===== config.mk =====
export PLATFORM = sky130hd
export DESIGN_NAME = nand_ddr_host
export DESIGN_NICKNAME = d
export VERILOG_FILES = /design/src/rtl/nddr_pkg.sv /design/src/rtl/nddr_seq.sv /design/src/rtl/nddr_wr_launch.sv /design/src/rtl/nddr_rd_capture.sv /design/src/rtl/nand_ddr_host.sv
export SDC_FILE = /design/constraint.sdc
export NUM_CORES = 1
export LEC_CHECK = 0
export CORE_MARGIN = 1
export CORE_UTILIZATION = 50
export DETAILED_ROUTE_END_ITERATION = 7
export GPL_ROUTABILITY_DRIVEN = 0
export PLACE_DENSITY = 0.76
export RECOVER_POWER = 50
export SETUP_SLACK_MARGIN = 0.05
export SYNTH_ARGS = -nofsm -noshare
export SYNTH_HDL_FRONTEND = slang
export SYNTH_SLANG_ARGS = --single-unit
export TNS_END_PERCENT = 30

===== constraint.sdc =====
create_clock -name clk -period 7.5 [get_ports clk]
set_clock_uncertainty 0.05 [all_clocks]
set_input_delay 1.5 -clock clk [delete_from_list [all_inputs] [get_ports clk]]
set_output_delay 1.5 -clock clk [all_outputs]
set_load 0.01 [all_outputs]

===== src/rtl/nddr_pkg.sv =====
package nddr_pkg;
  localparam logic [1:0] OP_CMD   = 2'd0;
  localparam logic [1:0] OP_ADDR  = 2'd1;
  localparam logic [1:0] OP_WRITE = 2'd2;
  localparam logic [1:0] OP_READ  = 2'd3;

  typedef enum logic [2:0] {
    ST_IDLE,
    ST_TURN,
    ST_CA,
    ST_CAD,
    ST_DATA,
    ST_DRAIN
  } seq_st_t;
endpackage


===== src/rtl/nddr_seq.sv =====
module nddr_seq
  import nddr_pkg::*;
#(
  parameter int HALF_W = 8,
  parameter int CAD_W  = 8,
  parameter int LEN_W  = 12,
  parameter int DQ_W   = 8
) (
  input  logic              clk,
  input  logic              rst_n,
  input  logic [HALF_W-1:0] cfg_half,
  input  logic [CAD_W-1:0]  cfg_tcad,
  input  logic              req_valid,
  input  logic [1:0]        req_op,
  input  logic [DQ_W-1:0]   req_byte,
  input  logic [LEN_W-1:0]  req_len,
  input  logic              rd_done,
  output logic              req_ready,
  output logic              busy,
  output logic              nd_clk,
  output logic              nd_wr_n,
  output logic              nd_cle,
  output logic              nd_ale,
  output logic              ca_act,
  output logic [DQ_W-1:0]   ca_byte,
  output logic              wr_act,
  output logic              load_pair,
  output logic              rd_arm,
  output logic              rd_clr,
  output logic [LEN_W-1:0]  len_o
);
  localparam int CNT_W = (HALF_W + 1 > CAD_W) ? HALF_W + 1 : CAD_W;

  seq_st_t            st_q, st_n;
  logic [CNT_W-1:0]   cnt_q, cnt_n;
  logic               ph_q, ph_n;
  logic [LEN_W-1:0]   pr_q, pr_n;
  logic [1:0]         op_q, op_n;
  logic [DQ_W-1:0]    byte_q, byte_n;
  logic [LEN_W-1:0]   len_q, len_n;
  logic               dir_q, dir_n;
  logic               go;
  logic [1:0]         go_op;
  logic [LEN_W-1:0]   go_len;
  logic [CNT_W-1:0]   half_m1, full_m1, tcad_m1;

  assign half_m1 = CNT_W'(cfg_half) - CNT_W'(1);
  assign full_m1 = (CNT_W'(cfg_half) << 1) - CNT_W'(1);
  assign tcad_m1 = CNT_W'(cfg_tcad) - CNT_W'(1);

  always_comb begin
    st_n      = st_q;
    cnt_n     = cnt_q;
    ph_n      = ph_q;
    pr_n      = pr_q;
    op_n      = op_q;
    byte_n    = byte_q;
    len_n     = len_q;
    dir_n     = dir_q;
    load_pair = 1'b0;
    go        = 1'b0;
    go_op     = op_q;
    go_len    = len_q;
    unique case (st_q)
      ST_IDLE: begin
        if (req_valid) begin
          op_n   = req_op;
          byte_n = req_byte;
          len_n  = req_len;
          if ((req_op != OP_READ) != dir_q) begin
            dir_n = ~dir_q;
            st_n  = ST_TURN;
            cnt_n = full_m1;
          end else begin
            go     = 1'b1;
            go_op  = req_op;
            go_len = req_len;
          end
        end
      end
      ST_TURN: begin
        if (cnt_q == '0) go = 1'b1;
        else             cnt_n = cnt_q - CNT_W'(1);
      end
      ST_CA: begin
        if (cnt_q != '0) begin
          cnt_n = cnt_q - CNT_W'(1);
        end else if (ph_q) begin
          ph_n  = 1'b0;
          cnt_n = half_m1;
        end else begin
          st_n  = ST_CAD;
          cnt_n = tcad_m1;
        end
      end
      ST_CAD: begin
        if (cnt_q == '0) st_n = ST_IDLE;
        else             cnt_n = cnt_q - CNT_W'(1);
      end
      ST_DATA: begin
        if (cnt_q != '0) begin
          cnt_n = cnt_q - CNT_W'(1);
        end else if (ph_q) begin
          ph_n  = 1'b0;
          cnt_n = half_m1;
        end else if (pr_q != '0) begin
          ph_n      = 1'b1;
          cnt_n     = half_m1;
          pr_n      = pr_q - LEN_W'(1);
          load_pair = (op_q == OP_WRITE);
        end else begin
          st_n = (op_q == OP_READ) ? ST_DRAIN : ST_IDLE;
        end
      end
      ST_DRAIN: begin
        if (rd_done) st_n = ST_IDLE;
      end
      default: st_n = ST_IDLE;
    endcase
    if (go) begin
      ph_n  = 1'b1;
      cnt_n = half_m1;
      if (go_op == OP_CMD || go_op == OP_ADDR) begin
        st_n = ST_CA;
      end else begin
        st_n      = ST_DATA;
        pr_n      = (go_len >> 1) - LEN_W'(1);
        load_pair = (go_op == OP_WRITE);
      end
    end
  end

  always_ff @(posedge clk or negedge rst_n) begin
    if (!rst_n) begin
      st_q   <= ST_IDLE;
      cnt_q  <= '0;
      ph_q   <= 1'b0;
      pr_q   <= '0;
      op_q   <= OP_CMD;
      byte_q <= '0;
      len_q  <= '0;
      dir_q  <= 1'b1;
    end else begin
      st_q   <= st_n;
      cnt_q  <= cnt_n;
      ph_q   <= ph_n;
      pr_q   <= pr_n;
      op_q   <= op_n;
      byte_q <= byte_n;
      len_q  <= len_n;
      dir_q  <= dir_n;
    end
  end

  assign req_ready = (st_q == ST_IDLE);
  assign busy      = (st_q != ST_IDLE);
  assign ca_act    = (st_q == ST_CA);
  assign ca_byte   = byte_q;
  assign wr_act    = (st_q == ST_DATA) && (op_q == OP_WRITE);
  assign rd_arm    = (st_q == ST_DATA || st_q == ST_DRAIN) && (op_q == OP_READ);
  assign rd_clr    = (st_q == ST_IDLE);
  assign len_o     = len_q;
  assign nd_clk    = ph_q;
  assign nd_wr_n   = dir_q;
  assign nd_cle    = (ca_act && op_q == OP_CMD)  || (st_q == ST_DATA);
  assign nd_ale    = (ca_act && op_q == OP_ADDR) || (st_q == ST_DATA);

  // cycles spent outside command/address since the last such cycle
  logic [CAD_W:0] gap_q;
  always_ff @(posedge clk or negedge rst_n) begin
    if (!rst_n)                gap_q <= '1;
    else if (ca_act)           gap_q <= '0;
    else if (gap_q != '1)      gap_q <= gap_q + 1'b1;
  end

  AST_TCAD_GAP: assert property (@(posedge clk) disable iff (!rst_n)
    $rose(ca_act) |-> (gap_q >= {1'b0, cfg_tcad}));
  AST_DIR_QUIET: assert property (@(posedge clk) disable iff (!rst_n)
    (nd_wr_n != $past(nd_wr_n)) |-> (!nd_cle && !nd_ale));
  AST_CLK_GATED: assert property (@(posedge clk) disable iff (!rst_n)
    nd_clk |-> (nd_cle || nd_ale));
  AST_HALF_MIN: assert property (@(posedge clk) disable iff (!rst_n)
    (req_valid && req_ready) |-> (cfg_half >= HALF_W'(2) && cfg_tcad != '0));
  AST_LEN_EVEN: assert property (@(posedge clk) disable iff (!rst_n)
    (req_valid && req_ready && req_op[1]) |-> (!req_len[0] && req_len != '0));
endmodule


===== src/rtl/nddr_wr_launch.sv =====
module nddr_wr_launch #(
  parameter int DQ_W = 8
) (
  input  logic              clk,
  input  logic              rst_n,
  input  logic              load,
  input  logic [2*DQ_W-1:0] wdata,
  input  logic              active,
  input  logic              nd_clk,
  output logic [DQ_W-1:0]   dq,
  output logic              dqs
);
  logic [2*DQ_W-1:0] pair_q;
  logic              dqs_q;

  always_ff @(posedge clk or negedge rst_n) begin
    if (!rst_n) begin
      pair_q <= '0;
      dqs_q  <= 1'b0;
    end else begin
      if (load) pair_q <= wdata;
      dqs_q <= active && nd_clk;
    end
  end

  // first half of each period carries the low byte
  assign dq  = nd_clk ? pair_q[DQ_W-1:0] : pair_q[2*DQ_W-1:DQ_W];
  assign dqs = dqs_q;
endmodule


===== src/rtl/nddr_rd_capture.sv =====
module nddr_rd_capture #(
  parameter int DQ_W  = 8,
  parameter int LEN_W = 12
) (
  input  logic             clk,
  input  logic             rst_n,
  input  logic             arm,
  input  logic             clr,
  input  logic [LEN_W-1:0] len_i,
  input  logic             dqs_in,
  input  logic [DQ_W-1:0]  dq_in,
  output logic             vld,
  output logic [DQ_W-1:0]  data,
  output logic             done
);
  logic             prev_q;
  logic [LEN_W-1:0] cnt_q;
  logic             vld_q;
  logic [DQ_W-1:0]  data_q;
  logic             take;

  assign take = arm && (dqs_in != prev_q) && (cnt_q != len_i);

  always_ff @(posedge clk or negedge rst_n) begin
    if (!rst_n) begin
      prev_q <= 1'b0;
      cnt_q  <= '0;
      vld_q  <= 1'b0;
      data_q <= '0;
    end else begin
      prev_q <= dqs_in;
      vld_q  <= take;
      if (take) data_q <= dq_in;
      if (clr)       cnt_q <= '0;
      else if (take) cnt_q <= cnt_q + LEN_W'(1);
    end
  end

  assign vld  = vld_q;
  assign data = data_q;
  assign done = (cnt_q == len_i);

  AST_RD_NO_EXTRA: assert property (@(posedge clk) disable iff (!rst_n)
    (arm && cnt_q == len_i) |=> !vld_q);
endmodule


===== src/rtl/nand_ddr_host.sv =====
module nand_ddr_host
  import nddr_pkg::*;
#(
  parameter int HALF_W = 8,
  parameter int CAD_W  = 8,
  parameter int LEN_W  = 12,
  parameter int DQ_W   = 8
) (
  input  logic              clk,
  input  logic              rst_n,
  input  logic [HALF_W-1:0] cfg_half,
  input  logic [CAD_W-1:0]  cfg_tcad,
  input  logic              req_valid,
  output logic              req_ready,
  input  logic [1:0]        req_op,
  input  logic [DQ_W-1:0]   req_byte,
  input  logic [LEN_W-1:0]  req_len,
  input  logic [2*DQ_W-1:0] wr_data,
  output logic              wr_take,
  output logic              rd_valid,
  output logic [DQ_W-1:0]   rd_data,
  output logic              busy,
  output logic              nd_clk,
  output logic              nd_wr_n,
  output logic              nd_cle,
  output logic              nd_ale,
  output logic [DQ_W-1:0]   nd_dq_out,
  output logic              nd_dq_oe,
  input  logic [DQ_W-1:0]   nd_dq_in,
  output logic              nd_dqs_out,
  output logic              nd_dqs_oe,
  input  logic              nd_dqs_in
);
  logic             ca_act, wr_act, load_pair, rd_arm, rd_clr, rd_done;
  logic [DQ_W-1:0]  ca_byte, wr_byte;
  logic [LEN_W-1:0] len_q;

  nddr_seq #(.HALF_W(HALF_W), .CAD_W(CAD_W), .LEN_W(LEN_W), .DQ_W(DQ_W)) u_seq (
    .clk(clk), .rst_n(rst_n), .cfg_half(cfg_half), .cfg_tcad(cfg_tcad),
    .req_valid(req_valid), .req_op(req_op), .req_byte(req_byte), .req_len(req_len),
    .rd_done(rd_done), .req_ready(req_ready), .busy(busy),
    .nd_clk(nd_clk), .nd_wr_n(nd_wr_n), .nd_cle(nd_cle), .nd_ale(nd_ale),
    .ca_act(ca_act), .ca_byte(ca_byte), .wr_act(wr_act), .load_pair(load_pair),
    .rd_arm(rd_arm), .rd_clr(rd_clr), .len_o(len_q)
  );

  nddr_wr_launch #(.DQ_W(DQ_W)) u_wr (
    .clk(clk), .rst_n(rst_n), .load(load_pair), .wdata(wr_data),
    .active(wr_act), .nd_clk(nd_clk), .dq(wr_byte), .dqs(nd_dqs_out)
  );

  nddr_rd_capture #(.DQ_W(DQ_W), .LEN_W(LEN_W)) u_rd (
    .clk(clk), .rst_n(rst_n), .arm(rd_arm), .clr(rd_clr), .len_i(len_q),
    .dqs_in(nd_dqs_in), .dq_in(nd_dq_in), .vld(rd_valid), .data(rd_data),
    .done(rd_done)
  );

  assign wr_take   = load_pair;
  assign nd_dq_out = ca_act ? ca_byte : wr_byte;
  assign nd_dq_oe  = ca_act || wr_act;
  assign nd_dqs_oe = wr_act;

  AST_CA_NO_DQS: assert property (@(posedge clk) disable iff (!rst_n)
    (nd_cle != nd_ale) |-> !nd_dqs_oe);
  AST_WR_STROBE: assert property (@(posedge clk) disable iff (!rst_n)
    nd_dqs_oe |-> (nd_cle && nd_ale && nd_wr_n));
endmodule


# Yosys cells after proc, flatten, opt, wreduce, memory -nomap -nowiden

Index checks and enable logic that the tools add are counted.

Bits of input ports: 66
Register bits after elaboration: 87
Output and inout port bits: 27

Add/subtract/negate cells: 7
Bitwise logic cells: 1
Muxes and demuxes: 55
Reduce and logical (&&, ||, !) cells: 28
Equal/unequal tests: 27

Operators with widths:

| kind                                               | count |
|---|---|
| two-way mux 12 bit                                 | 11 |
| two-way mux 9 bit                                  | 9 |
| two-way mux 3 bit                                  | 12 |
| case mux 9 bit (4 select lines)                    | 1 |
| != test 3 x 2 -> 1 bit, second input constant      | 6 |
| case mux 3 bit (6 select lines)                    | 1 |
| subtractor 8 x 1 -> 9 bit, second input constant   | 2 |
| subtractor 9 x 1 -> 9 bit, second input constant   | 2 |
| two-way mux 8 bit                                  | 2 |
| two-way mux 1 bit                                  | 14 |
| adder 12 x 1 -> 12 bit, second input constant      | 1 |
| == test 12 bit                                     | 1 |
| != test 12 bit                                     | 1 |
| nonzero test 12 bit                                | 1 |
| subtractor 11 x 1 -> 12 bit, second input constant | 1 |
| subtractor 12 x 1 -> 12 bit, second input constant | 1 |
| AND reduction 10 bit                               | 1 |
| zero test 9 bit                                    | 1 |
| nonzero test 9 bit                                 | 1 |
| logical AND 1 bit                                  | 7 |
| == test 2 bit, second input constant               | 3 |
| == test 3 x 2 -> 1 bit, second input constant      | 2 |
| == test 3 bit, second input constant               | 2 |
| two-way mux 2 bit                                  | 3 |
| other kinds (20)                                   | 32 |

# Logic depth before layout (Yosys ltp)

Word-level depth: 9
Mapped depth: 13
Gate-level depth less buffers: 10

# Modules after synthesis

Synthesis repeated with hierarchy kept, for this count alone.

Cells, all modules: 563
Area total of the unflattened synthesis: 5691.7 um^2

By module, submodules not included:

| module          | area an instance (um^2) | times used | sequential area each (um^2) | cells each |
|---|---|---|---|---|
| nddr_seq        | 3577.2                  | 1          | 1202.4                      | 402 |
| nddr_rd_capture | 1201.2                  | 1          | 550.5                       | 106 |
| nddr_wr_launch  | 775.7                   | 1          | 425.4                       | 45 |
| nand_ddr_host   | 137.6                   | 1          | 0.0                         | 10 |

# Least setup slack after synthesis

Ideal clock, no wire load.

Path type: input port to output port
Start: input port req_valid
End: output port wr_take
Path buffers: 1
Arrival time: 2.966 ns
Slack: 2.984 ns
Data required time: 5.950 ns
Cell stages on the path: 7
Cells stage by stage: nor4b_4 -> o21ai_2 -> mux2i_4 -> nor2_4 -> clkbuf_1 -> nand2_1 -> o21ai_0

Word-level cells in the longest chain between the ends: 6

Ends and longest elaborated chain:

| element                                                   | RTL line            | source |
|---|---|---|
| from (decl)                                               | nand_ddr_host.sv:13 | `input logic req_valid,` |
| two-way mux 2 bit                                         | nddr_seq.sv:66      | `if (req_valid) begin` |
| two-way mux 2 bit                                         | nddr_seq.sv:64      | `unique case (st_q)` |
| == test 2 x 1 -> 1 bit or zero test 2 bit (tied branches) | nddr_seq.sv:123     | `if (go_op == OP_CMD \|\| go_op == OP_ADDR) begin` |
| logical OR 1 bit                                          | nddr_seq.sv:123     |  |
| two-way mux 1 bit                                         | nddr_seq.sv:123     |  |
| two-way mux 1 bit (*)                                     | nddr_seq.sv:120     | `if (go) begin` |
| to (decl)                                                 | nand_ddr_host.sv:19 | `output logic wr_take,` |

Mark *: on every way between the ends. The rest lies on a longest branch, timed or not.

# Final worst setup path

Ends and elaborated chain as after synthesis.

==> impl_metrics.toml <==
[outcome]
status = "finished with violations"
violations = "max-capacitance violations, max-slew violations"

[logic_synthesis]
synth-edff-count = 0
synth_compound_area_frac = 0.127
synthTopCellsByCount = "86 x dfrtp_1, 73 x nand2_1, 39 x xnor2_1, 36 x o21ai_0, 30 x nor2_1"
synth_fa_ha_area_frac = 0.0159
dominantRegCellSynth = "dfrtp_1"
yosys-top-cells-area = "dfrtp_1 39%, xnor2_1 6.2%, mux2_2 5.7%"
synth_xor_area_frac = 0.0859
synth_area_um2 = 5510
synth_seq_cells = 87
yosysUniqueCellTypes = 68
syn_inst = 576
ys_warn_count = 0
async_flop_share = 1.00
synthMuxAreaShare = 0.140
synth.most_common_cell = "dfrtp_1"
avgSynthCellArea_um2 = 9.56
synth_top_cell_area_share = 0.391
seq_area_frac_synth = 0.396
synth_nets = 649
synth_top_family_by_area = "simple AND/OR/NAND/NOR gates"
yosys.area.top_type = "dfrtp_1"
synthSimpleGateAreaFrac = 0.206

[worst_hold_path]
hold_path_depth = 1
worstHoldStart = "u_rd.data[6]$_DFFE_PN0P_"
min_to = "u_rd.data[6]$_DFFE_PN0P_"
hp-class = "flop to flop"

[route]
drtPass1Iterations = 6
drcViolationCount = 0
postRouteAntennaNets = 0
routed_via_density = 5.88
drtIter0Drc = 333
vias = 4719
wl_um = 13400
wire_per_inst_um = 16.7

[cts]
cts_tree = "built"
clk_pin_slew_ns = 0.09
post-cts-setup-buffers = 0
htree_levels = 3
holdBufCountCts = 0
cts.sinks = 87
clock_latency_ns = 0.36
cts_resized = 0
cts_buffer_depth = 2
cts_buffers = 9
clk_root_buffer_cell = "clkbuf_8"

[final_layout]
syn_to_final_growth_pct = 22.2
fillers = 868
diodes = 0
drive_gt1_frac = 0.114
fin_nets = 734
final_design_area_no_fill_um2 = 6730

[grt]
overflow = 0
antenna_found_initial = 0
grt_usage = 0.246
grt_pass1_wl_um = 22400
grt_max_degree = 70
grt_pass1_vias = 4787

[setup_path]
crit_path_end_kind = "output port"
worstPathMaxFanout = 26
startpoint_type = "input port"
regToRegEndpoint = "u_wr.pair_q[0]$_DFFE_PN0P_"
regToRegSetupSlack_ns = 4.15
crit_type = "input port to output port"
worstPathArrival_ns = 4.49
r2r_start = "u_seq.st_q[1]$_DFFE_PN0P_"
cp.required_ns = 5.95
r2r.worst_path.cells = 8

[pwr]
seqPwrFrac = 0.357
internal_power_mw = 1.26
power_frac_clock = 0.161
power.density_nw_per_um2 = 320
swShare = 0.414
p_comb_frac = 0.482
p_leak_nw = 2.90
total_power_mw = 2.15
p_sw_mw = 0.890
peakVddDrop_mv = 0.170

[placement]
dp_slack_ns = 1.62
placed_area_um2 = 6540
place_hpwl_um = 10000
io_buffers = 92

[floorplan]
fp.dieH_um = 107
rows = 37
dieArea_um2 = 11400
start_util = 0.524
core_area_um2 = 10500
io_pins = 93
dieWidth_um = 107

[sta]
timing.final.ws_setup_ns = 1.46
max_freq_ghz = 0.165
worst_slew_pin_slew_ns = 3.55
fin_crit_ns = 6.04
finalHoldViolCount = 0
slew_violations = 70
setup_tns_ns = 0
hold_ws_ns = 0.462
final-setup-viol-count = 0
rsz0062_at_grt = "false"
fin_crit_sh = 0.806
relSlewSlack = -1.37

[run]
maxCapViolations = 1
power by group through the flow:
stage	logic, mW	clock network [mW]	registers, mW
5_1_grt	1.14	0.370	0.788
4_1_cts	1.03	0.354	0.767
3_5_place_dp	1.03	0	0.776
3_3_place_gp	0.996	0	0.770
6_report	1.04	0.347	0.768
2_1_floorplan	0.763	0	0.697
stage by stage:
stage	cells	util
after floorplan	576	-
after detailed placement	786	0.623
after CTS	802	0.643
after global routing	802	0.640
after global placement	786	0.623
final	802	0.640
layout by cell type, fill, tap and decap left out, types with 4 or more instances in the layout:
cell and count:
clkdlybuf4s50_1 89, dfrtp_1 86, nand2_1 73, xnor2_1 39
o21ai_0 36, nor2_1 30, mux2_2 28, mux2i_1 28
nor3_1 24, a21oi_1 17, xor2_1 15, inv_1 14
nor4_1 13, nand3_1 10, mux2_4 10, clkbuf_8 10
o22ai_1 9, nand2b_1 9, nand4_1 9, nor3b_1 8
ha_1 7, o211ai_1 6, nor2b_1 6, or4_1 6
buf_4 6, a22oi_1 5, a211o_1 4
per-layer routing:
layer / vias to the layer above / GRT usage / routed length, um
li1: 2252 / - / -
met1: 2307 / 0.318 / 5900
met2: 146 / 0.428 / 6590
met3: 14 / 0.0462 / 745
met4: 0 / 0.0528 / 120
met5: - / 0 / 0
flip-flops by register name (all words and copies together), names as in the netlist:
signal,cells
u_seq.pr_q,12
u_seq.st_q,3
u_rd.data,8
u_seq.cnt_q,9
u_rd.cnt_q,12
u_wr.pair_q,16
u_seq.len_o,12
u_rd.vld,1
u_seq.nd_wr_n,1
u_seq.op_q,2
u_seq.nd_clk,1
u_seq.ca_byte,8
u_wr.dqs,1
u_rd.prev_q,1
how the worst max path moves through the flow:
stage | start | end | slack, ns | cells after the start
floorplan | req_valid | wr_take | 2.98 | 7
global placement | req_valid | wr_take | 1.68 | 10
detailed placement | req_valid | wr_take | 1.62 | 10
CTS | req_valid | wr_take | 1.61 | 10
global route | req_valid | wr_take | 1.22 | 10
finish | req_valid | wr_take | 1.46 | 10
cell families after synthesis:
logic type	count (synthesis)
adders and majority gates	7
DFF	87
xor gates and xnor gates	54
and+or+nand+nor	215
buffers and inverters	39
muxes	67
AOI/OAI and AO/OA	107
critical path: stages:
cell and delay (ns):
dlygate4sd3_1 0.58, nor4b_1 0.26, buf_4 0.35, o21ai_2 0.09
buf_4 0.25, o31a_1 0.31, nor2_4 0.41, nand2_1 0.08
o21ai_0 0.09, clkdlybuf4s50_1 0.56
final cells by class:
class | instances | area, um2 | area share
clock buffer | 10 | 138 | 0.0204
clock inverter | 6 | 72.6 | 0.0108
inverter | 14 | 52.6 | 0.00781
multi-input combinational | 450 | 3160 | 0.469
sequential | 87 | 2180 | 0.324
tap | 136 | 170 | 0.0253
timing repair buffer | 99 | 963 | 0.143
(Power assumes the default switching activity.)
